--- src/rtl/i2c_seq_pkg.sv ---
package i2c_seq_pkg;
  localparam int CODE_W = 2;

  typedef enum logic [CODE_W-1:0] {
    PRIM_START = 2'b00,
    PRIM_STOP  = 2'b01,
    PRIM_WRITE = 2'b10,
    PRIM_READ  = 2'b11
  } prim_e;

  typedef enum logic [3:0] {
    ST_IDLE, ST_START, ST_DEVW, ST_SUBH, ST_SUBL,
    ST_DATA, ST_RSTART, ST_DEVR, ST_READ, ST_STOP
  } step_e;

  function automatic prim_e step_code(input step_e s);
    case (s)
      ST_START, ST_RSTART: step_code = PRIM_START;
      ST_READ:             step_code = PRIM_READ;
      ST_STOP, ST_IDLE:    step_code = PRIM_STOP;
      default:             step_code = PRIM_WRITE;
    endcase
  endfunction

  function automatic logic step_writes(input step_e s);
    step_writes = (step_code(s) == PRIM_WRITE);
  endfunction

  // mode 0 = write, mode 1 = read
  function automatic step_e step_after(input step_e s, input logic rd_mode);
    case (s)
      ST_START:  step_after = ST_DEVW;
      ST_DEVW:   step_after = ST_SUBH;
      ST_SUBH:   step_after = ST_SUBL;
      ST_SUBL:   step_after = rd_mode ? ST_RSTART : ST_DATA;
      ST_DATA:   step_after = ST_STOP;
      ST_RSTART: step_after = ST_DEVR;
      ST_DEVR:   step_after = ST_READ;
      ST_READ:   step_after = ST_STOP;
      default:   step_after = ST_IDLE;
    endcase
  endfunction
endpackage

--- src/rtl/i2c_seq_req.sv ---
module i2c_seq_req #(
  parameter int BW = 8
) (
  input  logic          clk,
  input  logic          rst,
  input  logic          valid,
  input  logic          idle,
  input  logic          mode,
  input  logic [BW-1:0] dev,
  input  logic [BW-1:0] sub_hi,
  input  logic [BW-1:0] sub_lo,
  input  logic [BW-1:0] wdata,
  output logic          accept,
  output logic          h_mode,
  output logic [BW-1:0] h_dev,
  output logic [BW-1:0] h_sub_hi,
  output logic [BW-1:0] h_sub_lo,
  output logic [BW-1:0] h_wdata
);
  logic valid_q;

  // a request is taken only on the rising edge of valid while idle
  assign accept = valid && !valid_q && idle;

  always_ff @(posedge clk) begin
    if (rst) begin
      valid_q  <= 1'b0;
      h_mode   <= 1'b0;
      h_dev    <= '0;
      h_sub_hi <= '0;
      h_sub_lo <= '0;
      h_wdata  <= '0;
    end else begin
      valid_q <= valid;
      if (accept) begin
        h_mode   <= mode;
        h_dev    <= dev;
        h_sub_hi <= sub_hi;
        h_sub_lo <= sub_lo;
        h_wdata  <= wdata;
      end
    end
  end
endmodule

--- src/rtl/i2c_seq_fsm.sv ---
module i2c_seq_fsm
  import i2c_seq_pkg::*;
(
  input  logic  clk,
  input  logic  rst,
  input  logic  accept,
  input  logic  rd_mode,
  input  logic  prim_done,
  input  logic  prim_ack,
  output step_e step,
  output logic  issue,
  output logic  rd_load,
  output logic  done_o,
  output logic  err_o
);
  logic waiting;

  assign issue   = (step != ST_IDLE) && !waiting;
  assign rd_load = waiting && prim_done && (step == ST_READ);

  always_ff @(posedge clk) begin
    if (rst) begin
      step    <= ST_IDLE;
      waiting <= 1'b0;
      done_o  <= 1'b1;
      err_o   <= 1'b0;
    end else if (step == ST_IDLE) begin
      if (accept) begin
        step    <= ST_START;
        waiting <= 1'b0;
        done_o  <= 1'b0;
        err_o   <= 1'b0;
      end
    end else if (!waiting) begin
      waiting <= 1'b1;
    end else if (prim_done) begin
      waiting <= 1'b0;
      if (step == ST_STOP) begin
        step   <= ST_IDLE;
        done_o <= 1'b1;
      end else if (step_writes(step) && !prim_ack) begin
        step  <= ST_STOP;
        err_o <= 1'b1;
      end else begin
        step <= step_after(step, rd_mode);
      end
    end
  end
endmodule

--- src/rtl/i2c_seq_cmd.sv ---
module i2c_seq_cmd
  import i2c_seq_pkg::*;
#(
  parameter int BW = 8
) (
  input  logic              clk,
  input  logic              rst,
  input  logic              issue,
  input  step_e             step,
  input  logic [BW-1:0]     dev,
  input  logic [BW-1:0]     sub_hi,
  input  logic [BW-1:0]     sub_lo,
  input  logic [BW-1:0]     wdata,
  input  logic              rd_load,
  input  logic [BW-1:0]     rbyte,
  output logic              prim_valid,
  output logic [CODE_W-1:0] prim_code,
  output logic [BW-1:0]     prim_byte,
  output logic [BW-1:0]     rd_data
);
  localparam logic [BW-1:0] RW_BIT = {{(BW-1){1'b0}}, 1'b1};

  logic [BW-1:0] byte_sel;

  always_comb begin
    case (step)
      ST_DEVW: byte_sel = dev & ~RW_BIT;
      ST_DEVR: byte_sel = dev | RW_BIT;
      ST_SUBH: byte_sel = sub_hi;
      ST_SUBL: byte_sel = sub_lo;
      ST_DATA: byte_sel = wdata;
      default: byte_sel = '0;
    endcase
  end

  always_ff @(posedge clk) begin
    if (rst) begin
      prim_valid <= 1'b0;
      prim_code  <= PRIM_STOP;
      prim_byte  <= '0;
      rd_data    <= '0;
    end else begin
      prim_valid <= issue;
      if (issue) begin
        prim_code <= step_code(step);
        prim_byte <= byte_sel;
      end
      if (rd_load) rd_data <= rbyte;
    end
  end
endmodule

--- src/rtl/i2c_txn_seq.sv ---
module i2c_txn_seq
  import i2c_seq_pkg::*;
#(
  parameter int BW = 8
) (
  input  logic          clk,
  input  logic          rst,
  input  logic          req_valid,
  input  logic          req_mode,
  input  logic [BW-1:0] req_dev,
  input  logic [BW-1:0] req_sub_hi,
  input  logic [BW-1:0] req_sub_lo,
  input  logic [BW-1:0] req_wdata,
  output logic          req_done,
  output logic          req_err,
  output logic [BW-1:0] rd_data,
  output logic          prim_valid,
  output logic [1:0]    prim_code,
  output logic [BW-1:0] prim_byte,
  input  logic          prim_done,
  input  logic          prim_ack,
  input  logic [BW-1:0] prim_rbyte
);
  logic          accept, h_mode, issue, rd_load;
  logic [BW-1:0] h_dev, h_sub_hi, h_sub_lo, h_wdata;
  step_e         step;

  i2c_seq_req #(.BW(BW)) u_req (
    .clk(clk), .rst(rst), .valid(req_valid), .idle(req_done),
    .mode(req_mode), .dev(req_dev), .sub_hi(req_sub_hi),
    .sub_lo(req_sub_lo), .wdata(req_wdata), .accept(accept),
    .h_mode(h_mode), .h_dev(h_dev), .h_sub_hi(h_sub_hi),
    .h_sub_lo(h_sub_lo), .h_wdata(h_wdata)
  );

  i2c_seq_fsm u_fsm (
    .clk(clk), .rst(rst), .accept(accept), .rd_mode(h_mode),
    .prim_done(prim_done), .prim_ack(prim_ack), .step(step),
    .issue(issue), .rd_load(rd_load), .done_o(req_done), .err_o(req_err)
  );

  i2c_seq_cmd #(.BW(BW)) u_cmd (
    .clk(clk), .rst(rst), .issue(issue), .step(step),
    .dev(h_dev), .sub_hi(h_sub_hi), .sub_lo(h_sub_lo), .wdata(h_wdata),
    .rd_load(rd_load), .rbyte(prim_rbyte), .prim_valid(prim_valid),
    .prim_code(prim_code), .prim_byte(prim_byte), .rd_data(rd_data)
  );
endmodule

--- config.mk ---
export PLATFORM = sky130hd
export DESIGN_NAME = i2c_txn_seq
export DESIGN_NICKNAME = d
export VERILOG_FILES = /design/src/rtl/i2c_seq_pkg.sv /design/src/rtl/i2c_seq_req.sv /design/src/rtl/i2c_seq_fsm.sv /design/src/rtl/i2c_seq_cmd.sv /design/src/rtl/i2c_txn_seq.sv
export SDC_FILE = /design/constraint.sdc
export NUM_CORES = 1
export LEC_CHECK = 0
export BUFFER_PORTS_ARGS = -buffer_cell sky130_fd_sc_hd__buf_4
export CAP_MARGIN = 25
export CORE_MARGIN = 1.5
export CORE_UTILIZATION = 45
export CTS_CLUSTER_SIZE = 30
export DETAILED_ROUTE_END_ITERATION = 7
export PLACE_DENSITY = 0.78
export SKIP_CTS_REPAIR_TIMING = 1
export SLEW_MARGIN = 20
export SYNTH_ARGS = -nofsm -noshare
export SYNTH_HDL_FRONTEND = slang
export SYNTH_SLANG_ARGS = --single-unit
--- constraint.sdc ---
create_clock -name clk -period 1.4 [get_ports clk]
set_input_delay 0.42 -clock clk [delete_from_list [all_inputs] [get_ports clk]]
set_output_delay 0.42 -clock clk [all_outputs]
set_load 0.01 [all_outputs]
[Yosys cells after proc, flatten, opt, wreduce, memory -nomap -nowiden]
Cells that the tools add are included.
Operators by class
  equality and inequality tests: 12
  reductions and logical operators: 21
  mux-type cells: 28
Operator list (number)
  $pmux 8 s5: 1
  $pmux 4 s7: 1
  $mux 4: 6
  $eq 4x3->1 const B: 4
  $mux 1: 13
  $mux 2: 6
  $eq 4x2->1 const B: 2
  $eq 4x4->1 const B: 2
  $reduce_bool 2->1: 4
  $logic_and 1x1->1: 6
  $pmux 2 s3: 1
  $reduce_or 2->1: 3
  $reduce_and 5->1: 1
  $eq 4x1->1 const B: 1
  $logic_not 4->1: 1
  $reduce_and 4->1: 1
  $reduce_bool 4->1: 1
  $logic_not 1->1: 3
  $reduce_and 3->1: 1
  $eq 2x2->1 const B: 1
  $ne 2x1->1 const B: 1
  $ne 2x2->1 const B: 1
Word-level totals
  output and inout bits: 21
  logic and storage cells: 75
  flip-flop bits (word level): 60
  input port bits: 46

[Depth between registers and ports, before layout]
Gate-level depths: netlist of run 1.
  word-level depth: 15
  depth in mapped cells: 6
  gate-level depth less buffers: 4

[Modules after synthesis]
Synthesis of run 1 repeated with hierarchy kept, for this count alone.
Second synthesis, totals
  cells, all modules: 310
  area total of the unflattened synthesis: 2970.3 µm²
Modules (own cells, without submodules)
  i2c_seq_req: sequential area each 680.7 µm², cells an instance 146, instances 1, area an instance 1540.2 µm²
  i2c_seq_cmd: sequential area each 380.4 µm², cells an instance 104, instances 1, area an instance 980.9 µm²
  i2c_seq_fsm: sequential area each 140.1 µm², cells an instance 60, instances 1, area an instance 449.2 µm²

[Worst setup path after synthesis of run 1]
No wires, ideal clock.
  path kind: reg2reg
  start point: reg u_fsm.step[0]
  end point: reg u_cmd.rd_data[0]
  arrival time: 1291 ps
  required time: 1272 ps
  clock period less this slack: 1419 ps
  slack: -19 ps
  path buffers: 2
  cell stages (with the launch flop): 7
  setup time: 128 ps
  cells stage by stage: dfxtp_1 > buf_2 > nor3_2 > and3_1 > buf_4 > mux2i_1 > nor2_1
Between the ends
  word-level cells in the longest chain between the ends: 2
RTL lines
  start, declared: RTL line i2c_seq_fsm.sv:10  | output step_e step,
  start signal, assigned: RTL line i2c_seq_fsm.sv:45  | step <= step_after(step, rd_mode);
  $eq 4x4->1: RTL line i2c_seq_fsm.sv:19  | assign rd_load = waiting && prim_done && (step == ST_READ);
  $logic_and 1x1->1: RTL line i2c_seq_fsm.sv:19
  end signal, assigned: RTL line i2c_seq_cmd.sv:48  | if (rd_load) rd_data <= rbyte;
  end, declared: RTL line i2c_seq_cmd.sv:19  | output logic [BW-1:0] rd_data
No other way between the ends.
A chain may end at the register's enable or synchronous reset.

[Final worst setup path of run 1]
  start point: reg u_fsm.step[0]
  end point: reg u_cmd.prim_byte[4]
Between the ends
  word-level cells in the longest chain between the ends: 2
  elaborated cells on any way between the ends: 8
  those cells by class: eq/ne: 5; mux: 1; reduce/logical: 2
RTL lines
  $eq 4x3->1, or another cell as far along: RTL line i2c_seq_cmd.sv:26  | case (step)
  $pmux 8 s5 / $logic_and 1x1->1 (equally long branches): RTL line i2c_seq_cmd.sv:26, i2c_seq_fsm.sv:18
  end signal, assigned: RTL line i2c_seq_cmd.sv:46  | prim_byte <= byte_sel;
  end, declared: RTL line i2c_seq_cmd.sv:18  | output logic [BW-1:0] prim_byte,
Parallel ways exist; a longest one is shown, timed or not.

==> out/results.md, run 1 <==
* CTS tree: built
* number of H-tree levels: 3
* Port-buffer cells: 65
* Setup WS pre-CTS: -165 ps
* crit path max fanout: 7
* Setup crit start kind: flop
* Async S/R FF share, synth: 0
* main combinational cell family by area after synthesis: simple AND/OR/NAND/NOR gates
* area of the die: 0.00613 mm²
* top-area cell type share of the netlist area: 0.463
* Tightest Hold Check Type: in -> reg
* number of non-filler instances in the completed layout: 466
* Synth area leader: sky130_fd_sc_hd__dfxtp_1
* count of final max-slew check failures: 0
* effective utilization at floorplan: 0.466
* vias in the first global route: 2273
* final number of hold-violating endpoints: 0
* pwr dens: 1100 mW/mm²
* number of instances in the synthesized netlist: 302
* post-synthesis share of cell area spent on full adders, half adders and majority gates: 0
* uppermost layer routed: met4
* fraction of final layout cells sized beyond drive strength 1: 0.345
* fraction of the mapped netlist area in compound gates: 0.214
* Net count, final: 435
* Clock Pin Slew Worst Setup and Hold Paths: 70 ps
* total of max-cap violations: 0
* post-synthesis sequential element count: 59
* failing checks: setup timing
* clock root cell: sky130_fd_sc_hd__clkbuf_8
* number of DRC violations after detailed-routing iteration 0: 221
* Post-synth EDFFs: 0
* global placer's final weighted congestion: 0.872
* xor/xnor cell area share of the yosys netlist: 0.00343
* portion of the post-synthesis area used by sequential elements: 0.463
* count of synthesis-stage warnings from yosys: 0
* average wire per standard cell: 15.1 µm
* largest cells by area after synthesis: sky130_fd_sc_hd__dfxtp_1, sky130_fd_sc_hd__nand2_1, sky130_fd_sc_hd__a21oi_1
* Critical path buffers and inverters: 1
* worst-path cell with the longest stage delay: sky130_fd_sc_hd__a222oi_1
* antenna violations before repair: 0
* post-DR vias/cell: 5.39
* ratio of final minimum period to clock period: 1.15
* min setup slack post-route: -214 ps
* Num CTS Buffers: 9
* basic-gate share of the synthesized area counting and, or, nand and nor cells: 0.226
* met3 WL: 372 µm
* data arrival time of the worst path: 1850 ps
* detailed-router iteration count before antenna repair: 6
* die outline height: 78.3 µm
* Post-Synthesis Net Count: 348
* required time of the critical path: 1630 ps
* number of different library cells in the post-synthesis netlist: 45
* Post-Syn Area per Cell: 8.45 µm²
* Cells after DPL: 444
* sum of met2 wire segment lengths after detailed routing: 3510 µm
* status: finished, violations left
* minimum clock period: 1610 ps
* global routing usage summed across all routing layers: 0.227
* top flip-flop cell by instance count after synthesis: sky130_fd_sc_hd__dfxtp_1
* DP HPWL: 4510 µm
* mux share of post-synthesis cell area: 0.0353
* unrepaired setup endpoints after global routing: true
* crit-path max cell delay: 450 ps
* placeable core region: 0.00547 mm²
* number of setup violations in the final report: 21
* P&R area growth vs syn: 41.8%
* GRT overflow: 0
* critical path capture point type: flop
* tightest slew margin relative to the limit: 0.679
* Setup Skew: 6.84 ps
* number of buffers on the longest clock path: 2
* ordered list of cells on the worst path: buf_12 > and4bb_4 > a222oi_1 > o21ai_1 > a22o_1
* critical path class: reg -> reg
* pin count of the biggest net entering global routing: 34
* sinks on the clock net: 59
* total routed wire length on the met1 layer: 2990 µm
* Static Leakage: 1.47 nW
* first-pass GRT wire length: 10700 µm
* worst ir drop on vdd: 0.715 mV
* Netlist Area Pre-Place: 0.00255 mm²
* number of ports placed on the die boundary: 67
* total number of placement rows: 27
* number of nets still failing antenna checks after routing: 0
* via total after detailed routing: 2514
* highest clock frequency the design can meet: 619 MHz
* Least-Margin Pin Slew: 481 ps
* final routed wirelength across all metal layers: 7030 µm
* antenna fix cells: 0
* die outline width: 78.3 µm
* total power: 3.99 mW
* cell family contributing the most delay on the critical path: compound AO/OA/AOI/OAI gates
* later-pin clock latency in the skew report: 340 ps
* number of remaining DRC errors: 0
## metal layers
layer  up-vias  track usage
li1       1226            -
met1      1194        0.287
met4         0        0.102
met3        16       0.0605
met2        78        0.361
met5         -            0
## Yosys cell counts, types with 2 or more instances
master,number
sky130_fd_sc_hd__a21o_1,2
sky130_fd_sc_hd__a21oi_1,36
sky130_fd_sc_hd__a222oi_1,7
sky130_fd_sc_hd__a22o_1,8
sky130_fd_sc_hd__a31oi_1,3
sky130_fd_sc_hd__and3_1,3
sky130_fd_sc_hd__and3b_1,2
sky130_fd_sc_hd__buf_2,7
sky130_fd_sc_hd__buf_4,3
sky130_fd_sc_hd__clkbuf_1,12
sky130_fd_sc_hd__dfxtp_1,59
sky130_fd_sc_hd__inv_1,9
sky130_fd_sc_hd__mux2i_1,9
sky130_fd_sc_hd__nand2_1,74
sky130_fd_sc_hd__nand3b_1,2
sky130_fd_sc_hd__nor2_1,16
sky130_fd_sc_hd__nor2_2,2
sky130_fd_sc_hd__nor2b_1,5
sky130_fd_sc_hd__nor3_1,3
sky130_fd_sc_hd__o211ai_1,3
sky130_fd_sc_hd__o21a_1,2
sky130_fd_sc_hd__o21ai_0,4
sky130_fd_sc_hd__o21ai_1,9
## per-stage QoR
step	area [µm²]	utilization	hold slack [ps]	setup TNS (ps)
after CTS	3480	0.636	315	-2620
after floorplan	2560	-	436	0
after detailed placement	3270	0.598	447	-2080
after global routing	3620	0.661	324	-3140
final	3620	0.661	322	-1760
after global placement	3270	0.598	442	-1640
## layout make-up
cell class                 count  area (µm²)
fill                         475        1860
multi-input combinational    211        1260
sequential                    59        1190
timing repair buffer          99         820
clock buffer                  12         165
tap                           72        90.1
clock inverter                 4        47.5
inverter                       9        36.3
## cells in the final DEF, fill, tap and decap left out, types with 2 or more instances in the layout
master,instances
sky130_fd_sc_hd__a21o_1,2
sky130_fd_sc_hd__a21oi_1,36
sky130_fd_sc_hd__a222oi_1,7
sky130_fd_sc_hd__a22o_1,8
sky130_fd_sc_hd__a31oi_1,3
sky130_fd_sc_hd__and3_1,2
sky130_fd_sc_hd__and3b_1,2
sky130_fd_sc_hd__buf_12,4
sky130_fd_sc_hd__buf_4,89
sky130_fd_sc_hd__buf_6,5
sky130_fd_sc_hd__clkbuf_8,12
sky130_fd_sc_hd__clkinv_2,2
sky130_fd_sc_hd__dfxtp_1,54
sky130_fd_sc_hd__dfxtp_2,2
sky130_fd_sc_hd__dfxtp_4,3
sky130_fd_sc_hd__inv_1,8
sky130_fd_sc_hd__mux2i_1,8
sky130_fd_sc_hd__nand2_1,73
sky130_fd_sc_hd__nand3b_1,2
sky130_fd_sc_hd__nor2_1,15
sky130_fd_sc_hd__nor2_2,2
sky130_fd_sc_hd__nor2b_1,5
sky130_fd_sc_hd__nor3_1,3
sky130_fd_sc_hd__o211ai_1,3
sky130_fd_sc_hd__o21a_1,2
sky130_fd_sc_hd__o21ai_0,4
sky130_fd_sc_hd__o21ai_1,8
## kinds of logic (layout without fill, tap and decap cells)
group / count (synthesis) / count (layout)
and+or+nand+nor: 118 / 118
AOI/OAI and AO/OA: 83 / 83
DFF: 59 / 59
buffers and inverters: 32 / 124
muxes: 9 / 9
xor gates and xnor gates: 1 / 1
## worst reg2reg max path: cells and delay by family (launching register included)
kind	cells	cell delay, ps
flops	1	360
buf+inv	1	130
compound gates	3	800
simple gates	1	220
## path summary, 6_finish.rpt
path | from | endpoint | slack, ps | depth (start not counted)
max | u_fsm.step[0]$_SDFFE_PP0P_ | u_cmd.prim_byte[4]$_SDFFE_PP0P_ | -210 | 5
min | prim_rbyte[1] | u_cmd.rd_data[1]$_SDFFE_PP0P_ | 320 | 3
max reg2reg | u_fsm.step[0]$_SDFFE_PP0P_ | u_cmd.prim_byte[4]$_SDFFE_PP0P_ | -210 | 5
min reg2reg | u_req.h_wdata[0]$_SDFFE_PP0P_ | u_req.h_wdata[0]$_SDFFE_PP0P_ | 450 | 2
## report_power, final
| part | total [mW] | switching (mW) | internal (mW) |
|---|---|---|---|
| clock | 1.63 | 0.665 | 0.961 |
| combinational | 0.555 | 0.279 | 0.275 |
| sequential | 1.81 | 0.0541 | 1.76 |
## registers in the layout, summed over array words and instances, names as in the netlist
register / count
u_req.h_dev: 7
u_fsm.done_o: 1
u_req.h_mode: 1
u_cmd.rd_data: 8
u_fsm.err_o: 1
u_cmd.prim_byte: 8
u_req.h_wdata: 8
u_cmd.prim_code: 2
u_req.h_sub_lo: 8
u_fsm.waiting: 1
u_fsm.step: 4
u_req.valid_q: 1
u_cmd.prim_valid: 1
u_req.h_sub_hi: 8
(Power assumes the default switching activity.)
==> inputs of run 2 (changes only) <==
--- a/config.mk
+++ b/config.mk
@@ -10,6 +10,6 @@
 export CORE_MARGIN = 1.5
-export CORE_UTILIZATION = 45
+export CORE_UTILIZATION = 25
 export CTS_CLUSTER_SIZE = 30
 export DETAILED_ROUTE_END_ITERATION = 7
-export PLACE_DENSITY = 0.78
+export PLACE_DENSITY = 0.51
 export SKIP_CTS_REPAIR_TIMING = 1
==> constraint.sdc (replaced) <==
create_clock -name clk -period 1.4 [get_ports clk]
set_input_delay 0.28 -clock clk [delete_from_list [all_inputs] [get_ports clk]]
set_output_delay 0.28 -clock clk [all_outputs]
set_load 0.01 [all_outputs]
==> run 2 against run 1 <==
Effect of this change:
- the flow still finishes with violations (setup timing)
- clock-buffer cell count unchanged
- clock power about the same
- non-clock buffer count up 5
- die area is 77% higher
- combinational power fell by 3%
- sequential power barely moved
- flip-flop and latch count did not move
- cell count is 14% higher
- via count shrank 4.7%
- final area grew 2.9%
- core utilization is 28 points lower
- critical path type unchanged
==> out/results.md, run 2 (synthesis gave the netlist of run 1 again) <==
* status: finished, violations left
* failing checks: setup timing
* later-pin clock latency in the skew report: 340 ps, about the same
* Fillers: 1047, +120%
* Reg-to-Reg Start: u_fsm.step[2]$_SDFFE_PP0P_
* sinks on the clock net: 59, unchanged
* final standard cell area without fillers: 0.00372 mm², +2.9%
* detailed-router iteration count before antenna repair: 5, -1
* P&R area growth vs syn: 46.0%
* internal reg-to-reg setup slack: -190 ps, +30 ps
* data arrival time of the worst path: 1830 ps, -20 ps
* unrepaired setup endpoints after global routing: true
* Placed Area: 0.00338 mm², +3.5%
* minimum clock period: 1590 ps, -27.9 ps
* most frequent cells in the layout: sky130_fd_sc_hd__buf_4, sky130_fd_sc_hd__nand2_1, sky130_fd_sc_hd__dfxtp_1
* final routed wirelength across all metal layers: 6930 µm, -1.4%
* worst-path cell with the longest stage delay: sky130_fd_sc_hd__dfxtp_4
* vias in the first global route: 2299, +1.1%
* Fin Hold WS: 172 ps, -150 ps
* final number of hold-violating endpoints: 0, unchanged
* share of total power in the clock network: 0.412, +0.005
* effective utilization at floorplan: 0.260, -0.206
* Clock Pin Slew Worst Setup and Hold Paths: 70 ps, about the same
* die outline width: 104 µm, +33%
* origin of the worst setup path: u_fsm.step[2]$_SDFFE_PP0P_
* total number of placement rows: 36, +33%
* post-DR vias/cell: 4.51, -16%
* min setup slack post-route: -187 ps, +27.9 ps
* ratio of final minimum period to clock period: 1.13, -0.0199
* Setup Skew: 9.12 ps, +2.28 ps
* number of buffers on the longest clock path: 2, unchanged
* number of nets still failing antenna checks after routing: 0, unchanged
* DP HPWL: 4980 µm, +10%
* Seq pwr share: 0.453, about the same
* ordered list of cells on the worst path: buf_4 > buf_8 > nor3_4 > mux2i_2 > o211ai_1 > o311ai_1
* via total after detailed routing: 2395, -4.7%
* fraction of final layout cells sized beyond drive strength 1: 0.352, +0.00658
* number of DRC violations after detailed-routing iteration 0: 221, unchanged
* endpoint of the worst register-to-register path: u_fsm.step[2]$_SDFFE_PP0P_
* required time of the critical path: 1640 ps, about the same
* Net count, final: 440, +1.1%
* antenna fix cells: 0, unchanged
* crit path max fanout: 9, +2
* worst ir drop on vdd: 0.322 mV, -55%
* net switching fraction of the power: 0.250, about the same
* Num CTS Buffers: 9, unchanged
* average wire per standard cell: 13.0 µm, -14%
* Least-Margin Pin Slew: 429 ps, -52.1 ps
* critical path class: reg -> reg
* total power: 3.99 mW, about the same
* pin count of the biggest net entering global routing: 34, unchanged
* crit path capture: u_fsm.step[2]$_SDFFE_PP0P_
* number of setup violations in the final report: 24, +14%
* depth of the worst register-to-register path: 6, +1
* Static Leakage: 1.48 nW, +0.90%
* global placer's final weighted congestion: 0.834, -4.4%
* GRT overflow: 0, unchanged
* pwr dens: 1070 mW/mm², -2.9%
* Setup crit start kind: flop
* first-pass GRT wire length: 11400 µm, +6.7%
* CTS tree: built
* leading cell type in the layout, fill and taps excluded: sky130_fd_sc_hd__buf_4
* crit-path max cell delay: 360 ps, -90 ps
* net switching power of the design: 998 µW, about the same
* clock root cell: sky130_fd_sc_hd__clkbuf_8
* Port-buffer cells: 65, unchanged
* tightest slew margin relative to the limit: 0.714, +0.0348
* placeable core region: 0.00982 mm², +79%
* number of H-tree levels: 3, unchanged
* global routing usage summed across all routing layers: 0.133, -0.0941
* number of remaining DRC errors: 0, unchanged
* count of final max-slew check failures: 0, unchanged
* number of ports placed on the die boundary: 67, unchanged
* area of the die: 0.0108 mm², +77%
* Tightest Hold Check Type: in -> reg
* internal power contribution: 2.99 mW, about the same
* share of power burned in combinational logic: 0.135, -0.004
* die outline height: 104 µm, +33%
* antenna violations before repair: 0, unchanged
* total of max-cap violations: 0, unchanged
* critical path capture point type: flop
* highest clock frequency the design can meet: 630 MHz, +1.8%
==> run 2: cell type report <==
class                           count  area [µm²]  area share
Tap cell                          133         166      0.0447
Clock inverter                      3        46.3      0.0124
Sequential cell                    59        1190       0.320
Multi-Input combinational cell    211        1280       0.343
Clock buffer                       12         165      0.0444
Inverter                            9        33.8     0.00907
Timing Repair Buffer              104         843       0.226
==> run 2: worst max-delay path: cells and delay by family (launching register included) <==
family	cells	cell delay, ps
AOI/OAI and AO/OA	2	380
buffers and inverters	2	280
muxes	1	270
and+or+nand+nor	1	200
DFF	1	360
==> run 2: per-layer routing <==
metal / vias up / share of wire / global-route usage
met5: - / 0 / 0
met4: 0 / 0.016 / 0.0536
met3: 10 / 0.049 / 0.0351
met2: 67 / 0.45 / 0.193
met1: 1087 / 0.48 / 0.185
li1: 1231 / - / -
==> run 2: worst min-delay path by stage <==
| stage | cells past startpoint | slack [ps] | from | endpoint |
|---|---|---|---|---|
| 2_1_floorplan | 1 | 410 | req_valid | u_req.valid_q$_SDFF_PP0_ |
| 3_3_place_gp | 2 | 440 | u_req.h_dev[1]$_SDFFE_PP0P_ | u_req.h_dev[1]$_SDFFE_PP0P_ |
| 3_5_place_dp | 2 | 450 | u_req.h_sub_lo[2]$_SDFFE_PP0P_ | u_req.h_sub_lo[2]$_SDFFE_PP0P_ |
| 4_1_cts | 2 | 160 | req_valid | u_req.valid_q$_SDFF_PP0_ |
| 5_1_grt | 3 | 170 | req_dev[5] | u_req.h_dev[5]$_SDFFE_PP0P_ |
| 6_report | 2 | 170 | req_valid | u_req.valid_q$_SDFF_PP0_ |
==> run 2: power by group through the flow <==
stage | clock (mW) | combinational, mW | sequential [mW]
2_1_floorplan | 0 | 0.268 | 1.83
3_3_place_gp | 0 | 0.515 | 1.85
3_5_place_dp | 0 | 0.518 | 1.85
4_1_cts | 1.69 | 0.520 | 1.81
5_1_grt | 1.76 | 0.597 | 1.82
6_report | 1.64 | 0.537 | 1.81
==> run 2: metrics by stage <==
stage / std cells / utilization / worst slack, ps / setup TNS [ps]
CTS: 525 / 0.366 / -225 / -2930
global route: 531 / 0.379 / -304 / -4540
global placement: 510 / 0.345 / -254 / -2310
floorplan: 302 / - / 7.50 / 0
detailed placement: 510 / 0.345 / -218 / -2540
finish: 531 / 0.379 / -187 / -2520
